$ cat src/rtl/lm_linaddr_gen.sv
module lm_linaddr_gen #(
  parameter int ADDR_W  = 64,
  parameter int VA_W    = 48,
  parameter int DBASE_W = 32,
  parameter int DLIM_W  = 20,
  parameter int SEL_W   = 3,
  parameter int NSEG    = 6,
  parameter int FS_IDX  = 4,
  parameter int GS_IDX  = 5
) (
  input  logic               clk,
  input  logic               rst,
  input  logic [SEL_W-1:0]   seg_sel,
  input  logic [ADDR_W-1:0]  ofs,
  input  logic               wr_fs,
  input  logic               wr_gs,
  input  logic [ADDR_W-1:0]  wr_data,
  input  logic               ld_en,
  input  logic [SEL_W-1:0]   ld_seg,
  input  logic [DBASE_W-1:0] ld_base,
  input  logic [DLIM_W-1:0]  ld_limit,
  output logic [ADDR_W-1:0]  lin_addr,
  output logic               canon_fault,
  output logic [DBASE_W-1:0] desc_base,
  output logic [DLIM_W-1:0]  desc_limit
);
  localparam int HI_W = ADDR_W - VA_W + 1;

  logic [DBASE_W-1:0] dbase_q [NSEG];
  logic [DLIM_W-1:0]  dlim_q  [NSEG];
  logic [ADDR_W-1:0]  wide_q  [2];
  logic [ADDR_W-1:0]  eff_base;
  logic [HI_W-1:0]    hi_bits;

  for (genvar g = 0; g < NSEG; g++) begin : g_desc
    always_ff @(posedge clk) begin
      if (rst) begin
        dbase_q[g] <= '0;
        dlim_q[g]  <= '0;
      end else if (ld_en && ld_seg == SEL_W'(g)) begin
        dbase_q[g] <= ld_base;
        dlim_q[g]  <= ld_limit;
      end
    end
  end

  for (genvar w = 0; w < 2; w++) begin : g_wide
    localparam int IDX = (w == 0) ? FS_IDX : GS_IDX;
    logic we;
    assign we = (w == 0) ? wr_fs : wr_gs;
    always_ff @(posedge clk) begin
      if (rst)
        wide_q[w] <= '0;
      else if (ld_en && ld_seg == SEL_W'(IDX))
        wide_q[w] <= ADDR_W'(ld_base);
      else if (we)
        wide_q[w] <= wr_data;
    end
  end

  always_comb begin
    eff_base = '0;
    if (seg_sel == SEL_W'(FS_IDX)) eff_base = wide_q[0];
    if (seg_sel == SEL_W'(GS_IDX)) eff_base = wide_q[1];
  end

  assign lin_addr    = ofs + eff_base;
  assign hi_bits     = lin_addr[ADDR_W-1:VA_W-1];
  assign canon_fault = !((&hi_bits) || !(|hi_bits));

  always_comb begin
    desc_base  = '0;
    desc_limit = '0;
    for (int i = 0; i < NSEG; i++) begin
      if (seg_sel == SEL_W'(i)) begin
        desc_base  = dbase_q[i];
        desc_limit = dlim_q[i];
      end
    end
  end
endmodule

$ cat config.mk
export PLATFORM = sky130hd
export DESIGN_NAME = lm_linaddr_gen
export DESIGN_NICKNAME = d
export VERILOG_FILES = /design/src/rtl/lm_linaddr_gen.sv
export SDC_FILE = /design/constraint.sdc
export NUM_CORES = 1
export LEC_CHECK = 0
export ABC_AREA = 1
export BUFFER_PORTS_ARGS = -buffer_cell sky130_fd_sc_hd__buf_2
export CAP_MARGIN = 10
export CORE_MARGIN = 2
export CORE_UTILIZATION = 35
export CTS_CLUSTER_DIAMETER = 50
export CTS_CLUSTER_SIZE = 30
export DETAILED_ROUTE_END_ITERATION = 8
export GPL_TIMING_DRIVEN = 1
export PLACE_DENSITY = 0.5
export SYNTH_ARGS = -nofsm -noshare
export SYNTH_HDL_FRONTEND = slang
export SYNTH_SLANG_ARGS = --single-unit
$ cat constraint.sdc
create_clock -name clk -period 5.53 [get_ports clk]
set_clock_uncertainty 0.15 [all_clocks]
set_input_delay 0.553 -clock clk [delete_from_list [all_inputs] [get_ports clk]]
set_output_delay 0.553 -clock clk [all_outputs]
set_load 0.01 [all_outputs]
==> metrics, run 1 <==
top-count cell post-synth nand2_1; final hold vios 0; die width 270 µm; power per cell area 282 nW/µm²; top cells by count, synth nand2_1 (743), nor2_1 (478), inv_1 (452); Leak 0.0131 µW; GP Congestion 0.938; Yosys top cell by area edfxtp_1; Clock Sinks 440; register area share after synthesis 53.4%; number of enable flip-flop cells after synthesis 440; max-slew violations 0; Worst Setup End Kind output pin; Synth top area share 53.4%; Crit Path Class in -> out; mapped cell area 24700 µm²; crit-path max FO 91; Worst Path Arrival 4260 ps; Post-CTS Resized 0; Synth Flop Type edfxtp_1; core area 70000 µm²; number of global-route vias before repair 20400; Slew HR 21.8%; hold buffer count at CTS 0; fill cell count 7242; Sw Share 28.6%; HPWL Detailed 62.1 mm; critical path, cell by cell buf_2 > inv_1 > nor2_1 > inv_2 > nor2_4 > buf_12 > a22o_1 > ha_1 > a21oi_1 > o21ai_0 > a21oi_1 > nand2_1 > a21oi_1 > nand2_1 > nand2_1 > nand2_1 > nor2_1 > nand2_1 > nor2_1 > nand2_1 > nand2_1 > nand2_1 > buf_2; Area contributors post-synth edfxtp_1 (53%), nand2_1 (11%), nor2_1 (7.3%); Post-DRT Antenna Nets 0; total global-route track usage 23.3%; vias 20700; area delta synth->final 15.8%; Post-CTS Setup Inserts 0; largest net degree at the start of global routing 92; CP max stage cell a21oi_1; Die Y 270 µm; Worst path most repeated cell nand2_1; fin nets 3445; Netlist cell types 36; Reg clk slew, reported paths 70 ps; RSZ-0062 raised after global routing no; antenna violations before repair 9; worst hold margin 164 ps; share of power burned in the clock network 33.9%; P_sw 2310 µW; Reg power frac 49.5%; share of layout cells above drive strength 1 15.8%; CTS tree done; DR pass1 iterations 5; Final Critical Period 4960 ps; type of the most critical hold path in -> reg; combinational power share 16.6%; nature of the critical path startpoint input port; Die ar. 72800 µm²; GRT overflow 0; CTS buffer count 39; FFs w/ async S/R, synth 0%; Max clock buf depth 3; Worst-Margin Slew 1170 ps; via/cell ratio 4.99; Routed WL 86.5 mm; flop and latch count out of synthesis 440; outcome finished, final reports clean; Critical Path RT 4830 ps; Final setup viols 0; Final Cycle Share 89.8%; DRT iter0 DRCs 1492; Starting Density 35.3%; Max-Cap Viols 0; warnings from Yosys 0; cell count after synthesis 2915; H-tree levels 2; hold depth 3; first-pass GRT wire length 128 mm; Setup TNS 0 ps; slowest stage delay, CP 400 ps; root buf cell clkbuf_16; num ports 308; Max Clk Rate 0.201 GHz; Syn Area/Cell 8.49 µm²; row cnt 97; DRC Markers 0; port bufs 307; Int Power 5770 µW; Synthesized Nets 3176; DR WL/cell 20.8 µm; Peak supply drop 0.000222 V
==> path summary, 6_finish.rpt <==
check / from / end
max: seg_sel[2] / canon_fault
min: wr_data[60] / wide_q[1][60]
==> area by class of cell <==
class | count | area (µm²) | area share (%)
sequential | 440 | 13200 | 46.1
tap | 940 | 1180 | 4.11
clock inverter | 29 | 282 | 0.983
timing repair buffer | 332 | 1750 | 6.11
antenna | 1 | 2.50 | 0.00874
multi-input combinational | 1898 | 9460 | 33.0
clock buffer | 41 | 983 | 3.43
inverter | 473 | 1780 | 6.20
==> kinds of logic after synthesis <==
group,count (synthesis),share of synthesized area (%)
adder cells (fa/ha/maj),70,3.57
AND/OR/NAND/NOR,1424,23.9
XOR/XNOR,48,1.70
buffers and inverters,577,8.78
flip-flops,440,53.4
AO/OA/AOI/OAI,356,8.67
==> critical path: cells and delay by family <==
kind                       cells  cell delay [ps]
AOI/OAI and AO/OA              5             1340
adders and majority gates      1              350
buffers and inverters          5              790
and+or+nand+nor               12             1100
==> flip-flops by register name (all words and copies together), names as in the netlist <==
register  flops
wide_q      128
dlim_q      120
dbase_q     192
==> power groups by stage <==
stage | Combinational, µW | Clock (µW) | Sequential, µW
6_report | 1340 | 2740 | 4000
5_1_grt | 1480 | 2920 | 4020
4_1_cts | 1360 | 2800 | 4000
3_5_place_dp | 1350 | 0 | 4070
3_3_place_gp | 1350 | 0 | 4070
2_1_floorplan | 763 | 0 | 4060
==> cell usage in the layout, fill, tap and decap left out, types with 3 or more instances in the layout <==
cell type	instances
clkinvlp_4	3
o22ai_1	65
nand3b_1	3
nand2_1	737
o21bai_1	5
clkinv_2	8
a22o_1	63
xor2_1	29
clkinv_4	3
clkbuf_16	39
buf_2	307
buf_4	23
nor3_1	9
o21ai_0	160
nand3_2	15
nor3_4	3
inv_6	4
clkinv_1	6
nand4_1	60
nand3_1	44
a21oi_1	45
nor2_2	23
inv_2	20
inv_1	450
nand3_4	3
a31oi_1	16
nor2_4	13
nand2_2	31
ha_1	69
xnor2_1	19
edfxtp_1	440
clkinv_8	4
nor2_1	475
==> routing by layer <==
| layer | global-route usage (%) | part of all wire (%) |
|---|---|---|
| met1 | 32.1 | 44 |
| met2 | 38.6 | 47 |
| met5 | 0 | 0.11 |
| met4 | 5.50 | 2.1 |
| met3 | 3.69 | 6.2 |
==> metrics by stage <==
stage          worst slack [ps]  cell area, µm²  total power, µW  util, %  instances
4_1_cts                     596           28600             8160     40.9       4153
3_3_place_gp                530           27400             5410     39.1       4083
5_1_grt                     134           28600             8420     40.9       4153
2_1_floorplan              1310           24700             4820        -       2915
6_report                    566           28600             8080     40.9       4154
3_5_place_dp                624           27400             5420     39.1       4083
(Power assumes the default switching activity.)
==> run 2: changes to the inputs <==
--- a/config.mk
+++ b/config.mk
@@ -9,12 +9,12 @@
 export BUFFER_PORTS_ARGS = -buffer_cell sky130_fd_sc_hd__buf_2
 export CAP_MARGIN = 10
 export CORE_MARGIN = 2
-export CORE_UTILIZATION = 35
+export CORE_UTILIZATION = 59
 export CTS_CLUSTER_DIAMETER = 50
 export CTS_CLUSTER_SIZE = 30
 export DETAILED_ROUTE_END_ITERATION = 8
 export GPL_TIMING_DRIVEN = 1
-export PLACE_DENSITY = 0.5
+export PLACE_DENSITY = 0.78
 export SYNTH_ARGS = -nofsm -noshare
 export SYNTH_HDL_FRONTEND = slang
 export SYNTH_SLANG_ARGS = --single-unit
==> constraint.sdc (replaced) <==
create_clock -name clk -period 5 [get_ports clk]
set_clock_uncertainty 0.15 [all_clocks]
set_input_delay 0.5 -clock clk [delete_from_list [all_inputs] [get_ports clk]]
set_output_delay 0.5 -clock clk [all_outputs]
set_load 0.01 [all_outputs]
==> run 2 against run 1 <==
  * Wire length is 5.8% lower
  * Hold slack got worse by 76 ps
  * First-iteration DRC count up 67%
  * Clock power down 4%
  * Critical path type unchanged
  * Critical endpoint unchanged
==> metrics, run 2 (synthesis results as in run 1) <==
area of the multi-input gates 9470 µm² (was 9460 µm²); GP Congestion 1.05 (was 0.938); crit-path max FO 57 (was 91); placed insts 3689 (was 4083); Die ar. 43600 µm² (was 72800 µm²); Worst Path Arrival 3990 ps (was 4260 ps); Worst-Margin Slew 1160 ps (was 1170 ps); commonest non-fill, non-tap cell in the layout nand2_1 (unchanged); P_sw 2540 µW (was 2310 µW); worst hold margin 88.5 ps (was 164 ps); CTS tree done (unchanged); Post-DRT Antenna Nets 0 (unchanged); Crit Path Class in -> out (unchanged); fin nets 3441 (was 3445); register area 13200 µm² (unchanged); biggest regs dbase_q x192, wide_q x128, dlim_q x120 (unchanged); Slew HR 22.5% (was 21.8%); Reg clk slew, reported paths 90 ps (was 70 ps); Reg power frac 51.9% (was 49.5%); Starting Density 59.4% (was 35.3%); area delta synth->final 13.2% (was 15.8%); Top Layer Used met5 (unchanged); type of the most critical hold path in -> reg (unchanged); share of layout cells above drive strength 1 15.7% (was 15.8%); DR WL/cell 21.7 µm (was 20.8 µm); die width 209 µm (was 270 µm); row cnt 75 (was 97); Critical Path Start seg_sel[2] (unchanged); Clock Sinks 440 (unchanged); Die Y 209 µm (was 270 µm); RSZ-0062 raised after global routing no (unchanged); max-slew violations 0 (unchanged); Final Critical Period 4640 ps; hold buffer count at CTS 0 (unchanged); first-pass GRT wire length 121 mm (was 128 mm); vias 21800 (was 20700); outcome finished, final reports clean (unchanged); Final Cycle Share 92.8%; via/cell ratio 5.81 (was 4.99); root buf cell clkbuf_16 (unchanged); fill cell count 3384 (was 7242); GRT overflow 0 (unchanged); Peak supply drop 0.000413 V (was 0.000222 V); power per cell area 305 nW/µm² (was 282 nW/µm²); most frequent cells in the layout nand2_1 (737), nor2_1 (475), inv_1 (450), edfxtp_1 (440), buf_2 (307) (unchanged); Setup TNS 0 ps (unchanged); Routed WL 81.4 mm (was 86.5 mm); fin cells 3744 (was 4154); core area 41700 µm² (was 70000 µm²); Final Cell Area 28000 µm² (was 28600 µm²); combinational power share 17.4% (was 16.6%); num ports 308 (unchanged); Post-CTS Resized 0 (unchanged); Sw Share 29.7% (was 28.6%); Max Clk Rate 0.215 GHz; met1 WL 32.9 mm (was 38.2 mm); Max clock buf depth 3 (unchanged); Int Power 6000 µW (was 5770 µW); antenna violations before repair 4 (was 9); metal3 WL 8.43 mm (was 5.40 mm); DRC Markers 0 (unchanged); Post-CTS Setup Inserts 0 (unchanged); Worst Setup End Kind output pin (unchanged); dpl cell area 26900 µm² (was 27400 µm²); nature of the critical path startpoint input port (unchanged); HPWL Detailed 59.5 mm (was 62.1 mm); Leak 0.0131 µW (about the same); port bufs 307 (unchanged); max reg flops 192 (unchanged); Final setup viols 0 (unchanged); DRT iter0 DRCs 2488 (was 1492); Critical Path RT 4350 ps (was 4830 ps); largest net degree at the start of global routing 65 (was 92); final hold vios 0 (unchanged); number of global-route vias before repair 20600 (was 20400); H-tree levels 1 (was 2); total global-route track usage 36.6% (was 23.3%); DR pass1 iterations 6 (was 5); met2 wire length 38.3 mm (was 40.9 mm); largest register by flop count dbase_q (unchanged); Max-Cap Viols 0 (unchanged); CTS buffer count 28 (was 39); crit path to canon_fault (unchanged); share of power burned in the clock network 30.7% (was 33.9%)
## run 2: metal layers
layer  up-vias  global-route usage (%)
li1      10000                       -
met1     10300                    51.7
met2      1307                    60.1
met3       122                    5.61
met4         2                    8.82
met5         -                       0
## run 2: worst max-delay path: stages
cell     delay (ps)
buf_2           140
inv_1            60
nor2_1          110
inv_2            70
nor2_4          220
buf_12          320
a22o_1          300
ha_1            240
nand2_1         150
nor2_1          260
nand2_1         130
inv_1           140
nand2_1          70
nand3_1         230
nand2_1         230
nand3_1         150
nand2_1          80
nor2_1          100
nand2_1          50
nor2_1           90
nand2_1          60
nand2_1          60
nand2_1          50
buf_2           130
## run 2: worst min-delay path by stage
stage / startpoint / endpoint / cells past startpoint
final: wr_data[61] / wide_q[0][61] / 3
after global routing: wr_data[56] / wide_q[1][56] / 3
after CTS: wr_data[61] / wide_q[0][61] / 3
after detailed placement: wr_data[63] / wide_q[1][63] / 3
after global placement: wr_data[61] / wide_q[0][61] / 3
after floorplan: wr_data[32] / wide_q[0][32] / 2
## run 2: area by class of cell
class	instances	share of cell area, %
Sequential cell	440	47.2
Clock buffer	29	2.52
Multi-Input combinational cell	1898	33.8
Timing Repair Buffer	339	6.48
Inverter	473	6.34
Tap cell	539	2.41
Clock inverter	23	1.20
Antenna cell	3	0.0268
## run 2: metrics by stage
step | utilization, % | worst slack (ps) | power, µW
final | 67.2 | 358 | 8540
after global routing | 67.2 | 89.0 | 8790
after CTS | 67.2 | 416 | 8510
after detailed placement | 64.7 | 446 | 5960
after global placement | 64.7 | 372 | 5930
after floorplan | - | 886 | 5330
## run 2: power by group through the flow
stage / sequential (µW) / combinational [µW] / clock (µW)
after floorplan: 4490 / 844 / 0
after global placement: 4500 / 1440 / 0
after detailed placement: 4510 / 1450 / 0
after CTS: 4430 / 1460 / 2610
after global routing: 4460 / 1600 / 2730
final: 4430 / 1490 / 2620
==> run 3: changes to the inputs <==
--- a/config.mk
+++ b/config.mk
@@ -14,7 +14,7 @@
 export CTS_CLUSTER_SIZE = 30
 export DETAILED_ROUTE_END_ITERATION = 8
 export GPL_TIMING_DRIVEN = 1
-export PLACE_DENSITY = 0.78
+export PLACE_DENSITY_LB_ADDON = 0.05
 export SYNTH_ARGS = -nofsm -noshare
 export SYNTH_HDL_FRONTEND = slang
 export SYNTH_SLANG_ARGS = --single-unit
==> run 3 against run 2 <==
  * Wire length fell by 7.4%
  * Critical endpoint unchanged
  * First-iteration DRC count fell by 6.7%
  * Critical path depth rose by 2
  * Hold slack got worse by 16 ps
==> metrics, run 3 (synthesis results as in run 1) <==
fin nets 3448 (was 3441); most frequent cells in the layout nand2_1 (737), nor2_1 (475), inv_1 (451), edfxtp_1 (440), buf_2 (307) (was nand2_1 (737), nor2_1 (475), inv_1 (450), edfxtp_1 (440), buf_2 (307)); die width 209 µm (unchanged); combinational power share 17.2% (was 17.4%); Sw Share 28.6% (was 29.7%); via/cell ratio 5.70 (was 5.81); number of global-route vias before repair 20600 (about the same); Die Y 209 µm (unchanged); Reg clk slew, reported paths 90 ps (about the same); CTS tree done (unchanged); commonest non-fill, non-tap cell in the layout nand2_1 (unchanged); DRT iter0 DRCs 2322 (was 2488); Final Cycle Share 94.3% (was 92.8%); area delta synth->final 13.3% (was 13.2%); Routed WL 75.4 mm (was 81.4 mm); DRC Markers 0 (unchanged); largest net degree at the start of global routing 65 (unchanged); Peak supply drop 0.000462 V (was 0.000413 V); Pwr Total 8470 µW (was 8540 µW); Die ar. 43600 µm² (unchanged); max-slew violations 0 (unchanged); Crit Path Class in -> out (unchanged); power per cell area 302 nW/µm² (was 305 nW/µm²); H-tree levels 1 (unchanged); largest register by flop count dbase_q (unchanged); Worst Path Arrival 4060 ps (was 3990 ps); Final setup viols 0 (unchanged); Int Power 6050 µW (was 6000 µW); type of the most critical hold path in -> reg (unchanged); Worst Setup End Kind output pin (unchanged); port bufs 307 (unchanged); vias 21400 (was 21800); outcome finished, final reports clean (unchanged); HPWL Detailed 54.0 mm (was 59.5 mm); Max Clk Rate 0.212 GHz (was 0.215 GHz); Post-DRT Antenna Nets 0 (unchanged); row cnt 75 (unchanged); Reg power frac 52.2% (was 51.9%); Setup TNS 0 ps (unchanged); DR pass1 iterations 7 (was 6); crit-path max FO 49 (was 57); Max-Cap Viols 0 (unchanged); fill cell count 3533 (was 3384); Slew HR 31.5% (was 22.5%); Critical Path Start seg_sel[2] (unchanged); Leak 0.0131 µW (about the same); critical hold path startpoint wr_data[61] (unchanged); RSZ-0062 raised after global routing no (unchanged); GRT overflow 0 (unchanged); root buf cell clkbuf_16 (unchanged); DR WL/cell 20.1 µm (was 21.7 µm); share of layout cells above drive strength 1 15.9% (was 15.7%); share of power burned in the clock network 30.6% (was 30.7%); Post-CTS Resized 0 (unchanged); Critical Path RT 4350 ps (about the same); Final Critical Period 4710 ps (was 4640 ps); antenna violations before repair 4 (unchanged); biggest regs dbase_q x192, wide_q x128, dlim_q x120 (unchanged); Worst-Margin Slew 1020 ps (was 1160 ps); num ports 308 (unchanged); hold buffer count at CTS 0 (unchanged); CTS buffer count 29 (was 28); nature of the critical path startpoint input port (unchanged); first-pass GRT wire length 114 mm (was 121 mm); max reg flops 192 (unchanged); Starting Density 59.4% (unchanged); final hold vios 0 (unchanged); total global-route track usage 34.3% (was 36.6%); core area 41700 µm² (unchanged); GP Congestion 1.06 (was 1.05); Clock Sinks 440 (unchanged); Post-CTS Setup Inserts 0 (unchanged); P_sw 2420 µW (was 2540 µW); Max clock buf depth 3 (unchanged)
## run 3: cell types whose count changed in the layout (fill, tap and decap cells not counted), sizes merged
cell and change:
clkbuf +1, clkinvlp +1, buf +6, diode -2, clkinv +2, inv -3
bufinv +1
## run 3: worst max-delay path, cell delays in order
cell     delay [ps]
buf_2           140
inv_1            70
nor2_1          140
inv_2            80
nor2_4          120
buf_12          260
buf_4           260
a22o_1          180
ha_1            310
nand2_1         110
nand2_1         120
inv_1            80
nand2_1         110
a21oi_1         290
nand2_1         150
a21oi_1         270
nand2_1         110
nand2_1          70
nand2_1          80
nor2_1          130
nand2_1          60
nor2_1           90
nand2_1          60
nand2_1          60
nand2_1          60
buf_2           130
## run 3: worst paths after layout
| kind | to | slack, ps | cells after the start |
|---|---|---|---|
| max | canon_fault | 290 | 26 |
| min | wide_q[1][61] | 70 | 3 |
## run 3: final cells by class
| type | count | area [µm²] | share of cell area [%] |
|---|---|---|---|
| sequential | 440 | 13200 | 47.2 |
| multi-input combinational | 1898 | 9460 | 33.8 |
| timing repair buffer | 345 | 1870 | 6.66 |
| inverter | 473 | 1780 | 6.34 |
| clock buffer | 30 | 729 | 2.60 |
| tap | 539 | 674 | 2.41 |
| clock inverter | 24 | 295 | 1.05 |
| antenna | 1 | 2.50 | 0.00893 |
## run 3: power groups by stage
stage | combinational, µW | clock [µW] | sequential (µW)
after floorplan | 844 | 0 | 4490
after global placement | 1410 | 0 | 4490
after detailed placement | 1430 | 0 | 4510
after CTS | 1430 | 2600 | 4420
after global routing | 1580 | 2730 | 4450
final | 1450 | 2590 | 4420
## run 3: metal layers
metal / vias up / routed length [µm] / part of all wire (%) / GRT usage (%)
li1: 10000 / - / - / -
met1: 9997 / 29200 / 39 / 45.6
met2: 1152 / 36300 / 48 / 57.1
met3: 202 / 6940 / 9.2 / 4.73
met4: 6 / 3010 / 4.0 / 13.8
met5: - / 43 / 0.057 / 0
## run 3: metrics by stage
stage               utilization (%)  area, µm²  hold slack [ps]  cells  setup slack, ps
floorplan                         -      24700              570   2915              886
detailed placement             64.7      27000              670   3694              387
finish                         67.2      28000             72.8   3750              286
CTS                            67.2      28000             60.5   3748              379
global route                   67.2      28000             77.1   3749             23.5
global placement               64.7      27000              658   3694              341
